## config.mk

```make
export PLATFORM = sky130hd
export DESIGN_NAME = dual_issue_pair_gate
export DESIGN_NICKNAME = d
export VERILOG_FILES = /design/src/rtl/dual_issue_pair_gate.sv
export SDC_FILE = /design/constraint.sdc
export NUM_CORES = 1
export LEC_CHECK = 0
export ABC_CLOCK_PERIOD_IN_PS = 2100
export BUFFER_PORTS_ARGS = -buffer_cell sky130_fd_sc_hd__buf_2
export CORE_AREA = 4 4 51 53
export CTS_CLUSTER_DIAMETER = 120
export DETAILED_ROUTE_END_ITERATION = 12
export DIE_AREA = 0 0 55 57
export PLACE_DENSITY = 0.72
export SYNTH_ARGS = -nofsm -noshare
export SYNTH_HDL_FRONTEND = slang
export SYNTH_SLANG_ARGS = --single-unit
export TNS_END_PERCENT = 20
```

## constraint.sdc

```tcl
create_clock -name clk -period 2.1 [get_ports clk]
set_input_delay 0.42 -clock clk [delete_from_list [all_inputs] [get_ports clk]]
set_output_delay 0.42 -clock clk [all_outputs]
set_load 0.02 [all_outputs]
```

## src/rtl/dual_issue_pair_gate.sv

```systemverilog
module dual_issue_pair_gate #(
  parameter int INSN_W = 32,
  parameter int OP_W   = 6,
  parameter int REG_W  = 5,
  parameter int OP_LDI = 2,
  parameter int OP_LDF = 3
) (
  input  logic                clk,
  input  logic                rst_n,
  input  logic                pkt_vld,
  input  logic [2*INSN_W-1:0] pkt,
  output logic                int_vld,
  output logic                fp_vld,
  output logic                hold,
  output logic                pair_illegal
);
  localparam int OP_LO  = INSN_W - OP_W;
  localparam int RD_LO  = OP_LO - REG_W;
  localparam int RS1_LO = RD_LO - REG_W;
  localparam int RS2_LO = RS1_LO - REG_W;

  logic [INSN_W-1:0] li, ri;
  logic [OP_W-1:0]   l_op, r_op;
  logic [REG_W-1:0]  l_rd, l_rs1, l_rs2, r_rs1, r_rs2;

  assign li    = pkt[2*INSN_W-1:INSN_W];
  assign ri    = pkt[INSN_W-1:0];
  assign l_op  = li[INSN_W-1 -: OP_W];
  assign l_rd  = li[RD_LO +: REG_W];
  assign l_rs1 = li[RS1_LO +: REG_W];
  assign l_rs2 = li[RS2_LO +: REG_W];
  assign r_op  = ri[INSN_W-1 -: OP_W];
  assign r_rs1 = ri[RS1_LO +: REG_W];
  assign r_rs2 = ri[RS2_LO +: REG_W];

  logic l_nop, l_bad, l_ldi, l_ldf, l_alu, l_use1;
  logic r_fp, r_bad;
  assign l_nop  = (l_op == '0);
  assign l_bad  = l_op[OP_W-1];
  assign l_ldi  = (l_op == OP_W'(OP_LDI));
  assign l_ldf  = (l_op == OP_W'(OP_LDF));
  assign l_alu  = !l_nop && !l_bad && !l_ldi && !l_ldf;
  assign l_use1 = l_alu || l_ldi || l_ldf;
  assign r_fp   = r_op[OP_W-1];
  assign r_bad  = !r_fp && (r_op != '0);

  logic             left_done;
  logic             ld_vld, ld_fp;
  logic [REG_W-1:0] ld_rd;

  logic l_hz, r_hz_prev, r_hz_same, left_acc, right_acc;
  assign l_hz = ld_vld && !ld_fp &&
                ((l_use1 && l_rs1 == ld_rd) || (l_alu && l_rs2 == ld_rd));
  assign left_acc = pkt_vld && !left_done && !l_hz;
  assign r_hz_prev = ld_vld && ld_fp && r_fp &&
                     (r_rs1 == ld_rd || r_rs2 == ld_rd);
  assign r_hz_same = left_acc && l_ldf && r_fp &&
                     (r_rs1 == l_rd || r_rs2 == l_rd);
  assign right_acc = pkt_vld && (left_done || left_acc) && !r_hz_prev && !r_hz_same;

  assign int_vld      = left_acc && !l_nop && !l_bad;
  assign fp_vld       = right_acc && r_fp;
  assign hold         = pkt_vld && !right_acc;
  assign pair_illegal = pkt_vld && ((!left_done && l_bad) || r_bad);

  always_ff @(posedge clk) begin
    if (!rst_n) begin
      left_done <= 1'b0;
      ld_vld    <= 1'b0;
      ld_fp     <= 1'b0;
      ld_rd     <= '0;
    end else begin
      if (pkt_vld) left_done <= (left_done || left_acc) && !right_acc;
      ld_vld <= left_acc && (l_ldi || l_ldf);
      ld_fp  <= l_ldf;
      ld_rd  <= l_rd;
    end
  end


  idle_quiet_chk: assert property (@(posedge clk) disable iff (!rst_n)
    !pkt_vld |-> !int_vld && !fp_vld && !hold && !pair_illegal);


  fp_consumes_chk: assert property (@(posedge clk) disable iff (!rst_n)
    fp_vld |-> !hold);


  no_left_reissue_chk: assert property (@(posedge clk) disable iff (!rst_n)
    int_vld && hold |=> !int_vld);


  same_pkt_fld_chk: assert property (@(posedge clk) disable iff (!rst_n)
    int_vld && fp_vld && l_ldf |-> r_rs1 != l_rd && r_rs2 != l_rd);


  fld_delay_chk: assert property (@(posedge clk) disable iff (!rst_n)
    fp_vld && $past(rst_n) && $past(int_vld) && $past(l_ldf)
      |-> r_rs1 != $past(l_rd) && r_rs2 != $past(l_rd));


  ldi_delay_chk: assert property (@(posedge clk) disable iff (!rst_n)
    int_vld && $past(rst_n) && $past(int_vld) && $past(l_ldi)
      |-> l_rs1 != $past(l_rd) && (!l_alu || l_rs2 != $past(l_rd)));
endmodule

```

* Yosys cells after proc, flatten, opt, wreduce, memory -nomap -nowiden
Cells that the tools add are included.
Storage, ports and cells: register bits 8, input bits 67, output and inout port bits 4, word-level logic and storage cells 60
Operators by class: equal/unequal tests 8, reduce and logical (&&, ||, !) cells 48
Operators with widths (count):
- 5-bit equality test | 6
- 1-bit logical AND | 27
- 6-bit by 2-bit equality test with 1-bit output, second input constant | 2
- 1-bit logical NOT | 11
- 1-bit logical OR | 8
- 6-bit logical NOT | 1
- 6-bit nonzero test | 1

* Depth between registers and ports, before layout
Gate-level depths: netlist of the first run.
word-level depth 19, gate-level depth with buffers 7, gate-level depth less buffers 6

* Least setup slack after synthesis of the first run
OpenSTA, ideal clock, no wires.
path kind input -> output, start point input pkt[62], end point output int_vld, data arrival time 1.766 ns, data required time 1.680 ns, slack -0.086 ns, stages on the path 6, path buffers 0, cell sequence nor3_1 -> and3b_2 -> nor4_2 -> o2111ai_2 -> nand2_1 -> nor3b_1
Between the ends: word-level cells in the longest chain between the ends 14, elaborated cells on any way between the ends 19, those cells by class eq/ne: 2; reduce/logical: 17
RTL lines:
- from (decl) | line 11 | input logic [2*INSN_W-1:0] pkt,
- 6-bit logical NOT | line 38 | assign l_nop = (l_op == '0);
- 1-bit logical NOT | line 42, 61
- 1-bit logical AND (3 in series) | line 42 | assign l_alu = !l_nop && !l_bad && !l_ldi && !l_ldf;
- 1-bit logical OR (2 in series) | line 43 | assign l_use1 = l_alu || l_ldi || l_ldf;
- 1-bit logical AND | line 53 | ((l_use1 && l_rs1 == ld_rd) || (l_alu && l_rs2 == ld_rd));
- 1-bit logical OR | line 53
- 1-bit logical AND | line 52 | assign l_hz = ld_vld && !ld_fp &&
- 1-bit logical NOT | line 54 | assign left_acc = pkt_vld && !left_done && !l_hz;
- 1-bit logical AND | line 54
- 1-bit logical AND (*) (2 in series) | line 61 | assign int_vld = left_acc && !l_nop && !l_bad;
- to (decl) | line 12 | output logic int_vld,
Mark *: on every way between the ends. The rest lies on a longest branch, timed or not.

* Final worst setup path of the first run
start point input pkt[62], end point output hold
Between the ends: word-level cells in the longest chain between the ends 19, elaborated cells on any way between the ends 27, those cells by class eq/ne: 2; reduce/logical: 25
RTL lines:
- 6-bit logical NOT | line 38
- 1-bit logical NOT | line 42
- 1-bit logical AND (3 in series) | line 42
- 1-bit logical OR (2 in series) | line 43
- 1-bit logical AND | line 53
- 1-bit logical OR | line 53
- 1-bit logical AND | line 52
- 1-bit logical NOT | line 54
- 1-bit logical AND | line 54
- 1-bit logical AND (3 in series) | line 57 | assign r_hz_same = left_acc && l_ldf && r_fp &&
- 1-bit logical NOT | line 59 | assign right_acc = pkt_vld && (left_done || left_acc) && !r_hz_prev && !r_hz_same;
- 1-bit logical AND (*) | line 59
- 1-bit logical NOT (*) | line 63 | assign hold = pkt_vld && !right_acc;
- 1-bit logical AND (*) | line 63
- to (decl) | line 14 | output logic hold,
Marks and branches as above.

==> results of run 1 <==
-- timing repair --
item                                    in CTS  in global routing
endpoints found under the setup margin       3                  3
pin swaps                                   10                  0
endpoints found under the hold margin        0                  0
resized for setup                           17                  3
buffers inserted                             1                  0
-- where the power goes --
group / switching [uW] / leakage [uW] / internal [uW] / total, uW
clock: 57.2 / 0.0000138 / 65.7 / 123
combinational: 74.2 / 0.000397 / 89.2 / 163
sequential: 11.6 / 0.0000680 / 158 / 170
-- metal layers --
metal,global-route usage [%],vias up
met5,0,-
li1,-,385
met4,10.1,0
met1,13.5,344
met2,22.3,33
met3,2.09,7
-- area by class of cell --
cell class              instances  area (sq um)  share of cell area [%]
inverters                       2          7.51                   0.685
repair buffers                 47           263                    24.0
clock buffers                   3          22.5                    2.05
well taps                      28          35.0                    3.20
multi-input cells              71           597                    54.5
flip-flops and latches          8           171                    15.6
-- cell families after synthesis --
| logic type | Yosys count |
|---|---|
| DFF | 8 |
| and+or+nand+nor | 32 |
| buffers and inverters | 3 |
| AOI/OAI and AO/OA | 9 |
| xor gates and xnor gates | 30 |
-- worst min-delay path by stage --
stage	startpoint	to	slack (ns)	cells after the start
after floorplan	left_done	ld_vld	0.51	1
after global placement	left_done	ld_vld	0.54	1
after detailed placement	left_done	ld_vld	0.55	1
after CTS	pkt[57]	ld_rd[4]	0.41	2
after global routing	pkt[57]	ld_rd[4]	0.42	2
final	pkt[57]	ld_rd[4]	0.41	2
-- state kept, by name, indices dropped and copies added (netlist names) --
register,cells
left_done,1
ld_rd,5
ld_vld,1
ld_fp,1
-- worst register-to-register path: stages (launching register included) --
cell and delay [ns]:
dfxtp_4 0.38, xor2_1 0.24, nor4_4 0.08, o2111ai_2 0.24, nand2_1 0.12, buf_4 0.15
nor3_1 0.15
-- cells in the final DEF (no fill, tap or decap), drive strengths merged, types with 2 or more instances in the layout --
cell type  instances
nor3               3
o21ai              2
nand2              6
inv                2
buf               47
xnor2             22
a21oi              2
clkbuf             3
xor2               8
nor4               2
nor2               2
nand3              4
nor3b              2
nand4              2
dfxtp              8
and2               6
-- through the flow --
stage | instances | utilization [%] | total power (uW)
final | 159 | 51.0 | 456
after global routing | 159 | 51.0 | 485
after CTS | 159 | 50.0 | 454
after detailed placement | 155 | 45.5 | 316
after global placement | 155 | 45.5 | 313
after floorplan | 82 | - | 251
==> results.toml, run 1 <==
[synth]
synth_fp_nets = 149
synthMuxAreaShare_pct = 0
synth-compound-area-share_pct = 10.4
syn_area_sq_um = 712
synth_top_area_share_pct = 25.8
synth_top_family_by_area = "XOR/XNOR gates"
synth_flop_cell = "dfxtp_1"
ys_seq_area_share_pct = 22.5
synthSimpleGateAreaFrac_pct = 26.5
ys_ff_latch = 8
synth_xor_area_share_pct = 38.0
synth_area_per_cell_sq_um = 8.68
netlist_instances = 82
synth-edff-count = 0
synth_area_leaders = "xnor2_1, dfxtp_1, xor2_1"
ys_top_cells_by_count = "xnor2_1, dfxtp_1, xor2_1"
synth_fa_ha_area_share_pct = 0
async_flop_share_pct = 0
yosysTopAreaCell = "xnor2_1"
synth.yosys.warnings = 0
synth_most_common_cell = "xnor2_1"
ys_types = 28

[timing]
timing.hold.ws_ns = 0.410
hold_viol = 0
rsz0062_at_grt = "true"
min_period_over_period_pct = 101
fin_setup_tns_ns = -0.0301
setup_violations = 2
worst_pin_slew_ns = 0.262
min_period_ns = 2.12
setup_ws_ns = -0.0155
fin_skew_ns = 0.00109
slew_headroom_pct = 82.3
slew_viol_final = 0
fmax_ghz = 0.473

[floorplanning]
fp.dieW_um = 55
rows = 17
die_h_um = 57
core_sq_mm = 0.00215
ios = 71
die-area_sq_mm = 0.00314
start_util_pct = 33.1

[cells_and_area]
fin_area_sq_mm = 0.00110
drive_above_1_share_pct = 52.7
num_antenna_cells = 0
n_fill_cell = 200
nets = 200
area_delta_synth_final_pct = 54.0

[global_routing]
grt_pass1_vias = 751
grt_pass1_wl_mm = 2.95
grt_overflow_total = 0
antenna_found_initial = 0
grtUsageTotal_pct = 13.1
grt_max_degree = 9

[worst_hold_path]
min_path_type = "in2reg"

[pwr]
p_leak_uw = 0.000479
power_density_mw_per_mm2 = 416
vdd_drop_max_mv = 0.181

[clock_network]
clock_latency_ns = 0.26
cts_max_level = 1
cts_root_buf = "clkbuf_4"
postCtsHoldBufs = 0
clk_pin_slew_ns = 0.06
cts_sinks = 8
cts_tree = "built"
clockBufferDepth = 2
numCtsBuffers = 3

[setup_path]
crit_type = "in2out"
end_kind = "primary output"
cp-startpoint = "pkt[62]"
r2r_slack_ns = 0.67
path_delay_family = "simple AND/OR/NAND/NOR gates"
worstReg2RegStart = "ld_rd[0]"
r2r_end = "ld_vld"
arrival_ns = 1.70
path_buf_inv = 2
cpPeakStageDelay_ns = 0.29
cp_num_cells = 8
endpoint = "hold"
path_cells = "buf_2 > nor3_4 > and3b_2 > and4b_1 > a211oi_2 > o21ai_2 > and2_1 > buf_4"
path_max_fanout = 3
crit_required_ns = 1.68
reg2reg_depth = 6
cp_slowest_cell = "a211oi_2"
critPathLaunchType = "input port"

[detailed_routing]
drtPass1Iterations = 4
drt_iter0_drc = 8
met2WireLength_um = 996
avgRoutedWirePerCell_um = 12.6
drt_wl_total_mm = 2.01
wl_met1_um = 739
dr_wl_met3_um = 198
vias = 769
routed.top_layer = "met4"
drc_errors = 0
avgViaCountPerCell = 4.84
antenna_left = 0

[placed_design]
numPortBuffers = 43
gp_congestion = 0.826
placed_cell_area_sq_um = 978
pre_cts_ws_ns = -0.114
hpwl_mm = 1.57

[outcome]
violations = "negative setup slack"
status = "finished, violations left"

[job]
maxCapViolCount = 0
(Power assumes the default switching activity.)
==> run 2: changes to the inputs <==
SETUP_SLACK_MARGIN = 0.1   (was unset)
==> results.toml, run 2 (synthesis gave the netlist of run 1 again) <==
[placed_design]
dp_cells = 160
pre_cts_ws_ns = -0.109
hpwl_mm = 1.61
gp_congestion = 0.861
numPortBuffers = 43

[clock_network]
postCtsHoldBufs = 0
cts_sinks = 8
clk_pin_slew_ns = 0.06
cts_max_level = 1
numCtsBuffers = 3
cts_tree = "built"
cts_root_buf = "clkbuf_4"
clock_latency_ns = 0.26
clockBufferDepth = 2

[setup_path]
r2r_slack_ns = 0.66
crit_required_ns = 1.68
cp-startpoint = "ld_rd[4]"
worstReg2RegStart = "ld_rd[4]"
r2r_end = "left_done"
endpoint = "hold"
crit_type = "reg2out"
arrival_ns = 1.76
cp_slowest_cell = "dfxtp_4"
path_cells = "buf_4 > xnor2_1 > nand2_1 > nor4_2 > a211oi_2 > o21ai_2 > and2_1 > buf_6"
cpPeakStageDelay_ns = 0.36
path_max_fanout = 3
end_kind = "primary output"
critPathLaunchType = "flop"
reg2reg_depth = 6

[pwr]
power_density_mw_per_mm2 = 411
intPower_uw = 314
vdd_drop_max_mv = 0.281
p_leak_uw = 0.000488
combPwrFrac_pct = 36.2
netSwitchingPower_uw = 139
clockPowerShare_pct = 26.9
netSwitchingFraction_pct = 30.7
seq_power_share_pct = 36.9

[global_routing]
grt_pass1_vias = 746
grt_pass1_wl_mm = 3.04
grt_overflow_total = 0
antenna_found_initial = 0
grtUsageTotal_pct = 13.1
grt_max_degree = 9

[worst_hold_path]
min_from = "pkt[57]"
min_path_type = "in2reg"

[job]
maxCapViolCount = 0

[cells_and_area]
layout_commonest_cell = "buf_2"
final_cells = 163
n_fill_cell = 211
num_antenna_cells = 0
final_cell_mix = "buf_2, xnor2_1, buf_4"
area_delta_synth_final_pct = 55.0
regMostFlops = "ld_rd"
utilization_pct = 51.4
nets = 204
largest_reg_flops = 5
drive_above_1_share_pct = 53.3

[floorplanning]
die_h_um = 57
start_util_pct = 33.1
fp.dieW_um = 55
rows = 17
die-area_sq_mm = 0.00314
ios = 71
core_sq_mm = 0.00215

[timing]
slew_viol_final = 0
fin_skew_ns = 0.00366
setup_ws_ns = -0.0843
hold_viol = 0
setup_violations = 2
worst_pin_slew_ns = 0.262
fin_setup_tns_ns = -0.103
fmax_ghz = 0.458
min_period_ns = 2.18
slew_headroom_pct = 82.3
min_period_over_period_pct = 104
rsz0062_at_grt = "true"

[detailed_routing]
drc_errors = 0
avgViaCountPerCell = 4.56
antenna_left = 0
avgRoutedWirePerCell_um = 12.0
drt_wl_total_mm = 1.96
vias = 744
drt_iter0_drc = 2
drtPass1Iterations = 2

[outcome]
status = "finished, violations left"
violations = "negative setup slack"
==> run 2: cell types whose count changed in the layout (fill, tap and decap cells not counted), sizes merged <==
| cell | delta |
|---|---|
| buf | +4 |
==> run 2: worst min-delay path by stage <==
stage               endpoint  slack (ns)  cells past startpoint
global route        ld_rd[2]        0.43                      2
global placement      ld_vld        0.58                      1
floorplan             ld_vld        0.54                      2
CTS                 ld_rd[1]        0.41                      2
finish              ld_rd[4]        0.41                      2
detailed placement    ld_vld        0.60                      1
==> run 2: metal layers <==
layer  GRT usage (%)  vias to the layer above  share of wire [%]
li1                -                      389                  -
met1            15.9                      324                 40
met2            20.9                       26                 50
met3            1.31                        5                7.7
met4            9.03                        0                2.6
met5               0                        -                  0
==> run 2: cell type report <==
type / instances / area [sq um] / share of cell area, %
timing repair buffer: 51 / 284 / 25.7
sequential: 8 / 171 / 15.5
clock buffer: 3 / 22.5 / 2.04
multi-input combinational: 71 / 583 / 52.8
tap: 28 / 35.0 / 3.17
inverter: 2 / 7.51 / 0.680
==> run 2: stage by stage <==
step           hold WS (ns)  instance area, sq um  total power, uW
2_1_floorplan         0.538                   723              253
3_3_place_gp          0.579                  1020              321
3_5_place_dp          0.596                  1020              325
4_1_cts               0.405                  1080              452
5_1_grt               0.431                  1100              474
6_report              0.412                  1100              453
==> run 2: timing repair <==
item	in CTS	in global routing
gates resized for setup	12	4
pin swaps	6	0
cloned	0	0
setup buffers	0	0
setup endpoints to repair	3	3
==> run 2: power by group through the flow <==
| stage | registers (uW) | clock network, uW | logic (uW) |
|---|---|---|---|
| floorplan | 169 | 0 | 83.5 |
| global route | 169 | 125 | 180 |
| finish | 167 | 122 | 164 |
| detailed placement | 171 | 0 | 154 |
| CTS | 167 | 125 | 160 |
| global placement | 170 | 0 | 151 |
==> run 2: worst max-delay path: cells and delay by family, from the launching register on <==
kind | cells | cell delay, ns
AND/OR/NAND/NOR | 3 | 0.57
flip-flops | 1 | 0.36
buffers and inverters | 2 | 0.25
AO/OA/AOI/OAI | 2 | 0.17
XOR/XNOR | 1 | 0.14
